$ cat config.mk
export PLATFORM = sky130hd
export DESIGN_NAME = adc_result_monitor
export DESIGN_NICKNAME = d
export VERILOG_FILES = /design/src/rtl/adc_mon_pkg.sv /design/src/rtl/adc_mon_regs.sv /design/src/rtl/adc_mon_cmp.sv /design/src/rtl/adc_mon_conv.sv /design/src/rtl/adc_mon_acc.sv /design/src/rtl/adc_result_monitor.sv
export SDC_FILE = /design/constraint.sdc
export NUM_CORES = 1
export LEC_CHECK = 0
export BUFFER_PORTS_ARGS = -buffer_cell sky130_fd_sc_hd__buf_4
export CELL_PAD_IN_SITES_DETAIL_PLACEMENT = 2
export CELL_PAD_IN_SITES_GLOBAL_PLACEMENT = 2
export CORE_AREA = 2 2 185 187
export DETAILED_ROUTE_END_ITERATION = 7
export DIE_AREA = 0 0 187 189
export PLACE_DENSITY = 0.73
export SYNTH_ARGS = -nofsm -noshare
export SYNTH_HDL_FRONTEND = slang
export SYNTH_SLANG_ARGS = --single-unit
$ cat constraint.sdc
create_clock -name clk -period 3.2 [get_ports clk]
set_clock_uncertainty 0.1 [all_clocks]
set_input_delay 0.64 -clock clk [delete_from_list [all_inputs] [get_ports clk]]
set_output_delay 0.64 -clock clk [all_outputs]
set_load 0.02 [all_outputs]
$ cat src/rtl/adc_mon_pkg.sv
package adc_mon_pkg;

    typedef enum logic [1:0] {
        CMP_OFF    = 2'b00,
        CMP_DIRECT = 2'b01,
        CMP_ABOVE  = 2'b10,
        CMP_BELOW  = 2'b11
    } cmp_mode_e;

    typedef enum logic [1:0] {
        ACC_OFF  = 2'b00,
        ACC_ADD  = 2'b01,
        ACC_SUB  = 2'b10,
        ACC_RSVD = 2'b11
    } acc_mode_e;

    // control word, bit 4 down to bit 0
    typedef struct packed {
        logic      conv_en;
        acc_mode_e acc_mode;
        cmp_mode_e cmp_mode;
    } ctrl_t;

    // action word, bit 3 down to bit 0
    typedef struct packed {
        logic clr_acc;
        logic clr_ovf;
        logic clr_conv;
        logic clr_thr;
    } action_t;

    localparam int unsigned CTRL_W = $bits(ctrl_t);
    localparam int unsigned ACT_W  = $bits(action_t);

    localparam logic [2:0] ADR_CTRL = 3'd0;
    localparam logic [2:0] ADR_THR  = 3'd1;
    localparam logic [2:0] ADR_TLIM = 3'd2;
    localparam logic [2:0] ADR_CLIM = 3'd3;
    localparam logic [2:0] ADR_ACT  = 3'd4;

endpackage

$ cat src/rtl/adc_mon_regs.sv
module adc_mon_regs
    import adc_mon_pkg::*;
#(
    parameter int unsigned DATA_W = 16,
    parameter int unsigned CNT_W  = 16
) (
    input  logic              clk,
    input  logic              rst_n,
    input  logic              we,
    input  logic [2:0]        addr,
    input  logic [DATA_W-1:0] wdata,
    output ctrl_t             ctrl,
    output logic [DATA_W-1:0] thr,
    output logic [CNT_W-1:0]  tlim,
    output logic [CNT_W-1:0]  clim,
    output logic              cfg_touch,
    output action_t           act
);

    typedef struct packed {
        ctrl_t             ctrl;
        logic [DATA_W-1:0] thr;
        logic [CNT_W-1:0]  tlim;
        logic [CNT_W-1:0]  clim;
    } regs_t;

    regs_t st_d, st_q;

    always_comb begin
        st_d      = st_q;
        cfg_touch = 1'b0;
        act       = '0;
        if (we) begin
            unique case (addr)
                ADR_CTRL: begin
                    st_d.ctrl = ctrl_t'(wdata[CTRL_W-1:0]);
                    cfg_touch = 1'b1;
                end
                ADR_THR: begin
                    st_d.thr  = wdata;
                    cfg_touch = 1'b1;
                end
                ADR_TLIM: begin
                    st_d.tlim = wdata[CNT_W-1:0];
                    cfg_touch = 1'b1;
                end
                ADR_CLIM: begin
                    st_d.clim = wdata[CNT_W-1:0];
                    cfg_touch = 1'b1;
                end
                ADR_ACT: act = action_t'(wdata[ACT_W-1:0]);
                default: ;
            endcase
        end
    end

    always_ff @(posedge clk or negedge rst_n) begin
        if (!rst_n) st_q <= '0;
        else        st_q <= st_d;
    end

    assign ctrl = st_q.ctrl;
    assign thr  = st_q.thr;
    assign tlim = st_q.tlim;
    assign clim = st_q.clim;


    thr_load_chk: assert property (@(posedge clk) disable iff (!rst_n)
        (we && addr == ADR_THR) |=> (thr == $past(wdata)));


    act_keeps_cfg_chk: assert property (@(posedge clk) disable iff (!rst_n)
        (we && addr == ADR_ACT) |=> $stable(ctrl));

endmodule

$ cat src/rtl/adc_mon_cmp.sv
module adc_mon_cmp
    import adc_mon_pkg::*;
#(
    parameter int unsigned DATA_W = 16,
    parameter int unsigned CNT_W  = 16
) (
    input  logic              clk,
    input  logic              rst_n,
    input  logic              valid,
    input  logic [DATA_W-1:0] data,
    input  cmp_mode_e         mode,
    input  logic [DATA_W-1:0] thr,
    input  logic [CNT_W-1:0]  lim,
    input  logic              touch,
    input  logic              clr,
    output logic [CNT_W-1:0]  cnt,
    output logic              flag
);

    localparam int unsigned MAG_W = DATA_W + 1;

    typedef struct packed {
        logic [CNT_W-1:0] cnt;
        logic             flag;
    } cmp_t;

    cmp_t st_d, st_q;

    logic [MAG_W-1:0] mag;
    logic [MAG_W-1:0] thr_x;
    logic             above;
    logic             below;
    logic             qual;
    logic             hit;

    always_comb begin
        thr_x = {1'b0, thr};
        if (data[DATA_W-1]) mag = '0 - {1'b1, data};
        else                mag = {1'b0, data};
        above = mag > thr_x;
        below = mag < thr_x;
        qual  = ((mode == CMP_ABOVE) && above) || ((mode == CMP_BELOW) && below);
        hit   = 1'b0;
        st_d  = st_q;
        if (valid && (mode == CMP_DIRECT) && above) hit = 1'b1;
        if (touch) begin
            st_d.cnt = '0;
        end else if (valid && qual) begin
            if (st_q.cnt < lim) st_d.cnt = st_q.cnt + 1'b1;
            if (st_d.cnt == lim) hit = 1'b1;
        end
        st_d.flag = (st_q.flag && !clr) || hit;
    end

    always_ff @(posedge clk or negedge rst_n) begin
        if (!rst_n) st_q <= '0;
        else        st_q <= st_d;
    end

    assign cnt  = st_q.cnt;
    assign flag = st_q.flag;


    thr_cnt_sat_chk: assert property (@(posedge clk) disable iff (!rst_n)
        !$past(touch) |-> (st_q.cnt <= lim));


    thr_cnt_clear_chk: assert property (@(posedge clk) disable iff (!rst_n)
        touch |=> (st_q.cnt == '0));


    thr_flag_sticky_chk: assert property (@(posedge clk) disable iff (!rst_n)
        (st_q.flag && !clr) |=> st_q.flag);


    thr_off_hold_chk: assert property (@(posedge clk) disable iff (!rst_n)
        (mode == CMP_OFF && !touch) |=> $stable(st_q.cnt));

endmodule

$ cat src/rtl/adc_mon_conv.sv
module adc_mon_conv #(
    parameter int unsigned CNT_W = 16
) (
    input  logic             clk,
    input  logic             rst_n,
    input  logic             en,
    input  logic             valid,
    input  logic [CNT_W-1:0] lim,
    input  logic             touch,
    input  logic             clr,
    output logic [CNT_W-1:0] cnt,
    output logic             flag
);

    typedef struct packed {
        logic [CNT_W-1:0] cnt;
        logic             flag;
    } conv_t;

    conv_t st_d, st_q;
    logic  hit;

    always_comb begin
        st_d = st_q;
        hit  = 1'b0;
        if (touch) begin
            st_d.cnt = '0;
        end else if (en && valid) begin
            if (st_q.cnt < lim) st_d.cnt = st_q.cnt + 1'b1;
            if (st_d.cnt == lim) hit = 1'b1;
        end
        st_d.flag = (st_q.flag && !clr) || hit;
    end

    always_ff @(posedge clk or negedge rst_n) begin
        if (!rst_n) st_q <= '0;
        else        st_q <= st_d;
    end

    assign cnt  = st_q.cnt;
    assign flag = st_q.flag;


    conv_cnt_sat_chk: assert property (@(posedge clk) disable iff (!rst_n)
        !$past(touch) |-> (st_q.cnt <= lim));


    conv_cnt_clear_chk: assert property (@(posedge clk) disable iff (!rst_n)
        touch |=> (st_q.cnt == '0));


    conv_flag_sticky_chk: assert property (@(posedge clk) disable iff (!rst_n)
        (st_q.flag && !clr) |=> st_q.flag);

endmodule

$ cat src/rtl/adc_mon_acc.sv
module adc_mon_acc
    import adc_mon_pkg::*;
#(
    parameter int unsigned DATA_W = 16,
    parameter int unsigned ACC_W  = 32
) (
    input  logic              clk,
    input  logic              rst_n,
    input  logic              valid,
    input  logic [DATA_W-1:0] data,
    input  acc_mode_e         mode,
    input  logic              clr_acc,
    input  logic              clr_ovf,
    output logic [ACC_W-1:0]  acc,
    output logic              ovf
);

    localparam int unsigned EXT_W = ACC_W - DATA_W;
    localparam int unsigned MSB   = ACC_W - 1;

    typedef struct packed {
        logic [ACC_W-1:0] acc;
        logic             ovf;
    } acc_t;

    acc_t st_d, st_q;

    logic [ACC_W-1:0] ext;
    logic [ACC_W-1:0] sum;
    logic [ACC_W-1:0] dif;
    logic             ovf_add;
    logic             ovf_sub;
    logic             wrap;

    always_comb begin
        ext     = {{EXT_W{data[DATA_W-1]}}, data};
        sum     = st_q.acc + ext;
        dif     = st_q.acc - ext;
        ovf_add = (st_q.acc[MSB] == ext[MSB]) && (sum[MSB] != st_q.acc[MSB]);
        ovf_sub = (st_q.acc[MSB] != ext[MSB]) && (dif[MSB] != st_q.acc[MSB]);
        wrap    = 1'b0;
        st_d    = st_q;
        if (clr_acc) begin
            st_d.acc = '0;
        end else if (valid) begin
            unique case (mode)
                ACC_ADD: begin
                    st_d.acc = sum;
                    wrap     = ovf_add;
                end
                ACC_SUB: begin
                    st_d.acc = dif;
                    wrap     = ovf_sub;
                end
                default: ;
            endcase
        end
        st_d.ovf = (st_q.ovf && !clr_ovf) || wrap;
    end

    always_ff @(posedge clk or negedge rst_n) begin
        if (!rst_n) st_q <= '0;
        else        st_q <= st_d;
    end

    assign acc = st_q.acc;
    assign ovf = st_q.ovf;


    acc_idle_chk: assert property (@(posedge clk) disable iff (!rst_n)
        (!valid && !clr_acc) |=> $stable(st_q.acc));


    acc_rsvd_chk: assert property (@(posedge clk) disable iff (!rst_n)
        (!clr_acc && (mode == ACC_RSVD || mode == ACC_OFF)) |=> $stable(st_q.acc));


    acc_ovf_sticky_chk: assert property (@(posedge clk) disable iff (!rst_n)
        (st_q.ovf && !clr_ovf) |=> st_q.ovf);


    acc_clear_chk: assert property (@(posedge clk) disable iff (!rst_n)
        clr_acc |=> (st_q.acc == '0));

endmodule

$ cat src/rtl/adc_result_monitor.sv
module adc_result_monitor
    import adc_mon_pkg::*;
#(
    parameter int unsigned DATA_W = 16,
    parameter int unsigned CNT_W  = 16,
    parameter int unsigned ACC_W  = 32
) (
    input  logic              clk,
    input  logic              rst_n,
    input  logic              res_valid,
    input  logic [DATA_W-1:0] res_data,
    input  logic              cfg_we,
    input  logic [2:0]        cfg_addr,
    input  logic [DATA_W-1:0] cfg_wdata,
    output logic              irq,
    output logic              thr_flag,
    output logic              conv_flag,
    output logic              acc_ovf,
    output logic [CNT_W-1:0]  thr_count,
    output logic [CNT_W-1:0]  conv_count,
    output logic [ACC_W-1:0]  acc_value
);

    ctrl_t             ctrl;
    logic [DATA_W-1:0] thr;
    logic [CNT_W-1:0]  tlim;
    logic [CNT_W-1:0]  clim;
    logic              cfg_touch;
    action_t           act;

    adc_mon_regs #(.DATA_W(DATA_W), .CNT_W(CNT_W)) u_regs (
        .clk       (clk),
        .rst_n     (rst_n),
        .we        (cfg_we),
        .addr      (cfg_addr),
        .wdata     (cfg_wdata),
        .ctrl      (ctrl),
        .thr       (thr),
        .tlim      (tlim),
        .clim      (clim),
        .cfg_touch (cfg_touch),
        .act       (act)
    );

    adc_mon_cmp #(.DATA_W(DATA_W), .CNT_W(CNT_W)) u_cmp (
        .clk   (clk),
        .rst_n (rst_n),
        .valid (res_valid),
        .data  (res_data),
        .mode  (ctrl.cmp_mode),
        .thr   (thr),
        .lim   (tlim),
        .touch (cfg_touch),
        .clr   (act.clr_thr),
        .cnt   (thr_count),
        .flag  (thr_flag)
    );

    adc_mon_conv #(.CNT_W(CNT_W)) u_conv (
        .clk   (clk),
        .rst_n (rst_n),
        .en    (ctrl.conv_en),
        .valid (res_valid),
        .lim   (clim),
        .touch (cfg_touch),
        .clr   (act.clr_conv),
        .cnt   (conv_count),
        .flag  (conv_flag)
    );

    adc_mon_acc #(.DATA_W(DATA_W), .ACC_W(ACC_W)) u_acc (
        .clk     (clk),
        .rst_n   (rst_n),
        .valid   (res_valid),
        .data    (res_data),
        .mode    (ctrl.acc_mode),
        .clr_acc (act.clr_acc),
        .clr_ovf (act.clr_ovf),
        .acc     (acc_value),
        .ovf     (acc_ovf)
    );

    assign irq = thr_flag || conv_flag;


    reset_quiet_chk: assert property (@(posedge clk)
        $rose(rst_n) |-> (!irq && acc_value == '0 && !acc_ovf));

endmodule

==> flow_summary.toml, run 1 <==
[run_status]
status = "finished, violations left"
violations = "negative setup slack"

[synth]
synthXorXnorAreaFrac_pct = 7.78
ys_types = 70
synth_compound_area_share_pct = 22.2
ys.flop_type = "dfrtp_1"
syn-num-nets = 1493
synthAdderAreaFrac_pct = 13.4
synth_seq_cells = 120
syn_inst = 1339
synth.mux.area_fraction_pct = 3.92
synth.most_common_cell = "nand2_1"
synth_area_leaders = "dfrtp_1 (28%), ha_1 (13%), xnor2_1 (5.8%)"
synth_top_cell_area_share_pct = 27.8
yosysTopAreaCell = "dfrtp_1"
yosys.area_share.simple_pct = 18.9
yosys-top-cells-count = "nand2_1 (127), dfrtp_1 (120), a21oi_1 (114)"
async_reset_ff_share_pct = 100
yosysWarningCount = 0
synth_top_family_by_area = "compound AO/OA/AOI/OAI gates"
syn-cell-area_mm2 = 0.0108
synth-edff-count = 0
avgSynthCellArea_um2 = 8.08
synth-seq-area-share_pct = 27.8

[cells_and_area]
drive_gt1_share_pct = 40.0
antennaDiodeCount = 0
nets = 1901
final_core_util_pct = 49.7
area.growth.synth_to_final_pct = 53.1

[setup_path]
max_stage_delay_ps = 550
slowest_stage = "or4_4"
path_buf_inv = 4
critPathKind = "flop to flop"
timing.critical_path.mode_cell = "buf_4"
cpLargestDelayFamily = "compound AO/OA/AOI/OAI gates"
worstPathCellList = "inv_1, ha_1, nand2_1, o21ai_0, a211oi_2, buf_4, o31ai_4, buf_4, buf_4, xor2_1, mux2i_1, a21oi_1, or4_4, o31ai_4"
start_kind = "flop"
critical_path_arrival_ps = 3920
worst_setup_path_end_kind = "flop"
ff2ff_setup_slack_ps = -440
critPathRequiredTime_ps = 3480
path_max_fanout = 6

[cts]
cts_sinks = 120
clockRootBuffer = "clkbuf_16"
clk_latency_ps = 480
clkSlewWorstSetupHoldPaths_ps = 70
cts_tree = "built"
htree_num_levels = 4
cts_inserted_buffers = 17
ctsLongestPathBuffers = 2

[power]
power.total_mw = 13.9
p_per_area_mw_per_mm2 = 842
ir_drop_mv = 0.581
p_leak_nw = 7.53

[die]
placementRows = 67
pin_count = 107
die_area_mm2 = 0.0353
die_w_um = 187
core_area_mm2 = 0.0333
start_util_pct = 32.5
fp.dieH_um = 189

[timing]
setup_viol = 30
fin_ws_ps = -436
hold_viol_final = 0
fin_crit_ps = 3640
worstMarginPinSlew_ps = 905
fmax_mhz = 275
rsz0062_at_grt = "true"
slew_violations = 0
fin_crit_sh_pct = 114
max_slew_margin_pct = 39.5

[place]
port_buffers = 106
dp_hpwl_um = 37500
place_congestion = 0.897

[grt]
grt_pass1_vias = 14900
grt_remaining_overflow = 0
grt_max_degree = 60
grtUsageTotal_pct = 32.7
grt_pass1_wl_um = 88900
grt_antenna_before_repair = 0

[worst_hold_path]
hold_class = "primary input to asynchronous set/reset pin"

[drt]
drc = 0
vias_per_cell = 6.00
drt_wl_total_um = 65500
firstDrtPassIters = 5
wire_per_inst_um = 29.6
drtIter0Drc = 831
ant_nets = 0
num_vias = 13300

[flow_run]
maxCapViolations = 0
## worst register-to-register path, delay by kind of cell, from the launching register on
kind	cells	cell delay, ps
xor+xnor	1	100
compound gates	5	1140
flops	1	380
fa+ha+maj	1	330
mux	1	200
simple gates	2	660
buf+inv	4	640
## cell type report
cell class                 count  area (um2)
clock buffer                  18         429
clock inverter                14         148
fill                        3538       16700
inverter                     101         424
multi-input combinational   1055        8430
sequential                   120        3010
tap                          448         561
timing repair buffer         452        3560
## through the flow
step / cells / setup TNS [ps] / cell area (um2) / hold WS, ps / setup WS [ps]
2_1_floorplan: 1339 / -2010 / 11000 / 244 / -161
3_3_place_gp: 2135 / -18000 / 14500 / 438 / -688
3_5_place_dp: 2135 / -23460 / 14500 / 453 / -840
4_1_cts: 2191 / -960 / 15700 / 99.7 / -178
5_1_grt: 2208 / -11090 / 16600 / 101 / -546
6_report: 2208 / -6820 / 16600 / 56.6 / -436
## registers in the layout, summed over array words and instances, names as in the netlist
name         cells
u_acc.acc       32
u_cmp.cnt       16
u_conv.cnt      16
u_regs.clim     16
u_regs.thr      16
u_regs.tlim     16
u_regs.ctrl      5
u_acc.ovf        1
u_cmp.flag       1
u_conv.flag      1
## final timing paths
check | start | endpoint | depth (start not counted)
worst max-delay path | u_regs.tlim[7] | u_cmp.flag | 14
worst min-delay path | rst_n | u_regs.tlim[3] | 1
worst max register to register | u_regs.tlim[7] | u_cmp.flag | 14
worst min register to register | u_regs.thr[5] | u_regs.thr[5] | 2
max in group asynchronous | rst_n | u_conv.cnt[14] | 2
min in group clk | cfg_wdata[14] | u_regs.thr[14] | 3
## layer usage
metal | vias to the layer above | GRT usage [%] | part of all wire (%)
met3 | 245 | 5.21 | 4.4
met1 | 6837 | 36.3 | 38
met2 | 574 | 59.2 | 52
li1 | 5603 | - | -
met4 | 0 | 19.3 | 5.6
met5 | - | 0 | 0
## where the power goes
group | leakage (nW) | switching [mW] | internal, mW
combinational | 5.74 | 5.41 | 4.08
sequential | 1.50 | 0.462 | 1.90
clock | 0.281 | 0.941 | 1.15
total | 7.53 | 6.81 | 7.12
## logic make-up (layout without fill, tap and decap cells)
group / count (synthesis) / in the layout
AOI/OAI and AO/OA: 379 / 379
xor gates and xnor gates: 96 / 96
adders and majority gates: 115 / 115
buffers and inverters: 166 / 585
DFF: 120 / 120
muxes: 39 / 41
and+or+nand+nor: 424 / 424
## what timing repair did
item | in CTS | in global routing
hold buffers | 0 | 0
buffers inserted | 23 | 18
hold endpoints to repair | 0 | 0
pin swaps | 46 | 56
gates cloned | 2 | 0
resized for setup | 105 | 140
endpoints found under the setup margin | 34 | 42
## cell usage in the layout, fill, tap and decap left out, types with 9 or more instances in the layout
master / instances
buf_4: 426
nand2_1: 125
dfrtp_1: 117
ha_1: 93
a21oi_1: 92
inv_1: 89
nor2_1: 86
o21ai_0: 76
xnor2_1: 65
nand3_1: 39
xor2_1: 25
mux2_2: 25
a21o_1: 19
nor3_1: 19
a21oi_2: 18
or3_1: 17
clkbuf_16: 17
buf_6: 17
nand4_1: 16
o21ai_1: 16
a211oi_1: 15
ha_4: 15
nand2b_1: 13
and3_1: 13
o211ai_1: 11
mux2i_1: 11
nor2_2: 10
o21bai_1: 10
o31ai_4: 9
No activity file was read; power rests on OpenSTA's default activity.
==> run 2: changes to the inputs <==
- CORE_AREA: 2 2 185 187 -> 2 2 188 190
- DIE_AREA: 0 0 187 189 -> 0 0 190 192
- PLACE_DENSITY: 0.73 -> 0.74
- RECOVER_POWER: not set -> 25
- SYNTH_HIERARCHICAL: not set -> 1
==> run 2 against run 1 <==
Net effect:
- first-iteration DRC count fell by 15%
- setup slack got worse by 280 ps
- die area is 3.2% higher
- clock-buffer cell count decreased by 1
- wire length down 13%
- hold slack better by 310 ps
- combinational power down 13%
- largest cell class unchanged
- critical path depth increased by 4
- sequential power about the same
- the run ends with max-capacitance violations, max-slew violations, negative setup slack left
- largest power group unchanged
- utilization fell by 2.3 points
==> flow_summary.toml, run 2 <==
[die]
fp.dieH_um = 192
pin_count = 107
die_area_mm2 = 0.0365
placementRows = 68
start_util_pct = 33.9
die_w_um = 190
core_area_mm2 = 0.0343

[cts]
htree_num_levels = 4
ctsLongestPathBuffers = 2
cts_sinks = 120
cts_tree = "built"
cts_inserted_buffers = 17
clockRootBuffer = "clkbuf_16"
clk_latency_ps = 470
clkSlewWorstSetupHoldPaths_ps = 90

[cells_and_area]
nFillCells = 3728
drive_gt1_share_pct = 37.5
ff_latch_area_mm2 = 0.00300
final_cells = 2186
layout_common_cells = "buf_4 (390), dfrtp_1 (119), nor2_1 (110), inv_1 (102), ha_1 (100)"
nets = 1872
area.growth.synth_to_final_pct = 39.9
largest_register_ffs = 32
antennaDiodeCount = 0
multi_input_area_mm2 = 0.00852
final_common_cell = "buf_4"
finalInstanceArea_mm2 = 0.0163

[drt]
drt_wl_total_um = 57000
vias_per_cell = 5.80
wire_per_inst_um = 26.1
firstDrtPassIters = 5
drc = 0
drtIter0Drc = 709
num_vias = 12700
ant_nets = 0

[synth]
yosysTopAreaCell = "dfrtp_1"
synth.most_common_cell = "dfrtp_1"
ys.flop_type = "dfrtp_1"
ys_types = 106
avgSynthCellArea_um2 = 8.59
synth-seq-area-share_pct = 25.8
yosysWarningCount = 6
async_reset_ff_share_pct = 100
synth-edff-count = 0
syn-num-nets = 1507
syn_inst = 1353
synth_area_leaders = "dfrtp_1 (26%), ha_1 (12%), a21oi_1 (4.4%)"
syn-cell-area_mm2 = 0.0116
synth_seq_cells = 120
yosys-top-cells-count = "dfrtp_1 (120), nor2_1 (114), ha_1 (113)"
synth_top_cell_area_share_pct = 25.8

[timing]
fmax_mhz = 255
rsz0062_at_grt = "true"
hold_viol_final = 0
slew_violations = 58
max_slew_margin_pct = -14.0
fin_crit_sh_pct = 122
worstMarginPinSlew_ps = 1710
setup_viol = 19
fin_ws_ps = -717
fin_crit_ps = 3920

[setup_path]
reg2reg_from = "u_regs/tlim[2]"
path_max_fanout = 4
r2r_cells = 11
critical_path_arrival_ps = 4150
worst_setup_path_end_kind = "flop"
start_kind = "primary input"
r2r_end = "u_cmp/flag"
critPathRequiredTime_ps = 3430
critPathKind = "primary input to flop"
ff2ff_setup_slack_ps = -200

[worst_hold_path]
hp-start = "cfg_wdata[12]"
hold_class = "primary input to flop"
whs_endpoint = "u_regs/clim[12]"
whs_path_depth = 2

[place]
dp_hpwl_um = 38800
place_congestion = 0.909
dp_slack_ps = -1290
port_buffers = 106
place_area_mm2 = 0.0149
dp.cells = 2130

[run_status]
status = "finished, violations left"
violations = "max-capacitance violations, max-slew violations, negative setup slack"

[power]
p_per_area_mw_per_mm2 = 780
ir_drop_mv = 0.508
p_leak_nw = 7.42

[flow_run]
maxCapViolations = 1

[grt]
grt_antenna_before_repair = 0
grt_max_degree = 58
grt_pass1_vias = 14100
grt_remaining_overflow = 0
grt_pass1_wl_um = 83400
grtUsageTotal_pct = 29.9
## run 2: cell types whose count changed in the layout (fill, tap and decap cells not counted), moves of 8 or more
cell,before,now
nor2_1,86,110
buf_6,17,9
a21o_1,19,8
xnor2_1,65,53
buf_4,426,390
mux2_2,25,33
mux2_4,4,22
inv_1,89,102
a31oi_1,3,17
nand2_1,125,89
o21ai_0,76,45
## run 2: cells by family after synthesis
logic type / count (synthesis) / share of synthesized area, %
AND/OR/NAND/NOR: 421 / 18.8
AO/OA/AOI/OAI: 366 / 22.4
adder cells (fa/ha/maj): 116 / 12.6
XOR/XNOR: 85 / 6.41
multiplexers: 72 / 7.46
flip-flops: 120 / 25.8
buffers and inverters: 173 / 6.47
## run 2: where the power goes
group / internal (mW) / total (mW) / leakage (nW) / switching, mW
Sequential: 1.89 / 2.38 / 1.50 / 0.487
Combinational: 3.66 / 8.21 / 5.62 / 4.55
Clock: 1.06 / 2.08 / 0.294 / 1.02
## run 2: stage by stage
stage	hold slack (ps)	TNS, ps	util [%]	total power [mW]
after detailed placement	396	-26360	43.3	9.70
final	362	-10430	47.4	12.7
after global placement	392	-22520	43.3	9.36
after floorplan	244	-9570	-	6.23
after CTS	89.3	-7740	46.1	12.0
after global routing	351	-13430	47.4	13.3
## run 2: worst max path at each step
stage / startpoint / to / depth (start not counted)
finish: res_data[1] / u_cmp/cnt[4] / 18
global route: res_data[1] / u_cmp/cnt[5] / 16
CTS: res_data[1] / u_cmp/cnt[5] / 17
detailed placement: res_data[0] / u_cmp/cnt[5] / 18
global placement: res_data[0] / u_cmp/cnt[12] / 19
floorplan: res_data[1] / u_cmp/cnt[14] / 17
## run 2: final cells by class
type | count | share of cell area, %
clock buffer | 17 | 2.62
multi-input combinational | 1060 | 52.5
sequential | 120 | 18.5
clock inverter | 15 | 1.07
timing repair buffer | 406 | 19.2
inverter | 113 | 2.65
tap | 455 | 3.50
## run 2: per-layer routing
metal  track usage [%]  share of wire [%]
met2              54.9                 51
met5                 0                  0
met3              4.44                4.1
met4              12.4                4.3
met1              34.6                 40
## run 2: repair_timing
action                                  CTS  global route
endpoints found under the setup margin   21            36
pin swaps                                30            39
hold buffers                              0             0
setup buffers                            10            14
resized for setup                        60            81
## run 2: critical path: stages
cell      delay (ps)
buf_8            100
nor3_4           180
nand2_2           90
or3_4            380
or2_4            280
o41ai_4          280
xnor2_2          160
ha_1             280
nand4_1          140
or3_4            170
a21oi_4           50
buf_6            130
or3_4            400
buf_8            150
buf_8            130
a211oi_4         300
xnor2_1          180
nor2_1            90
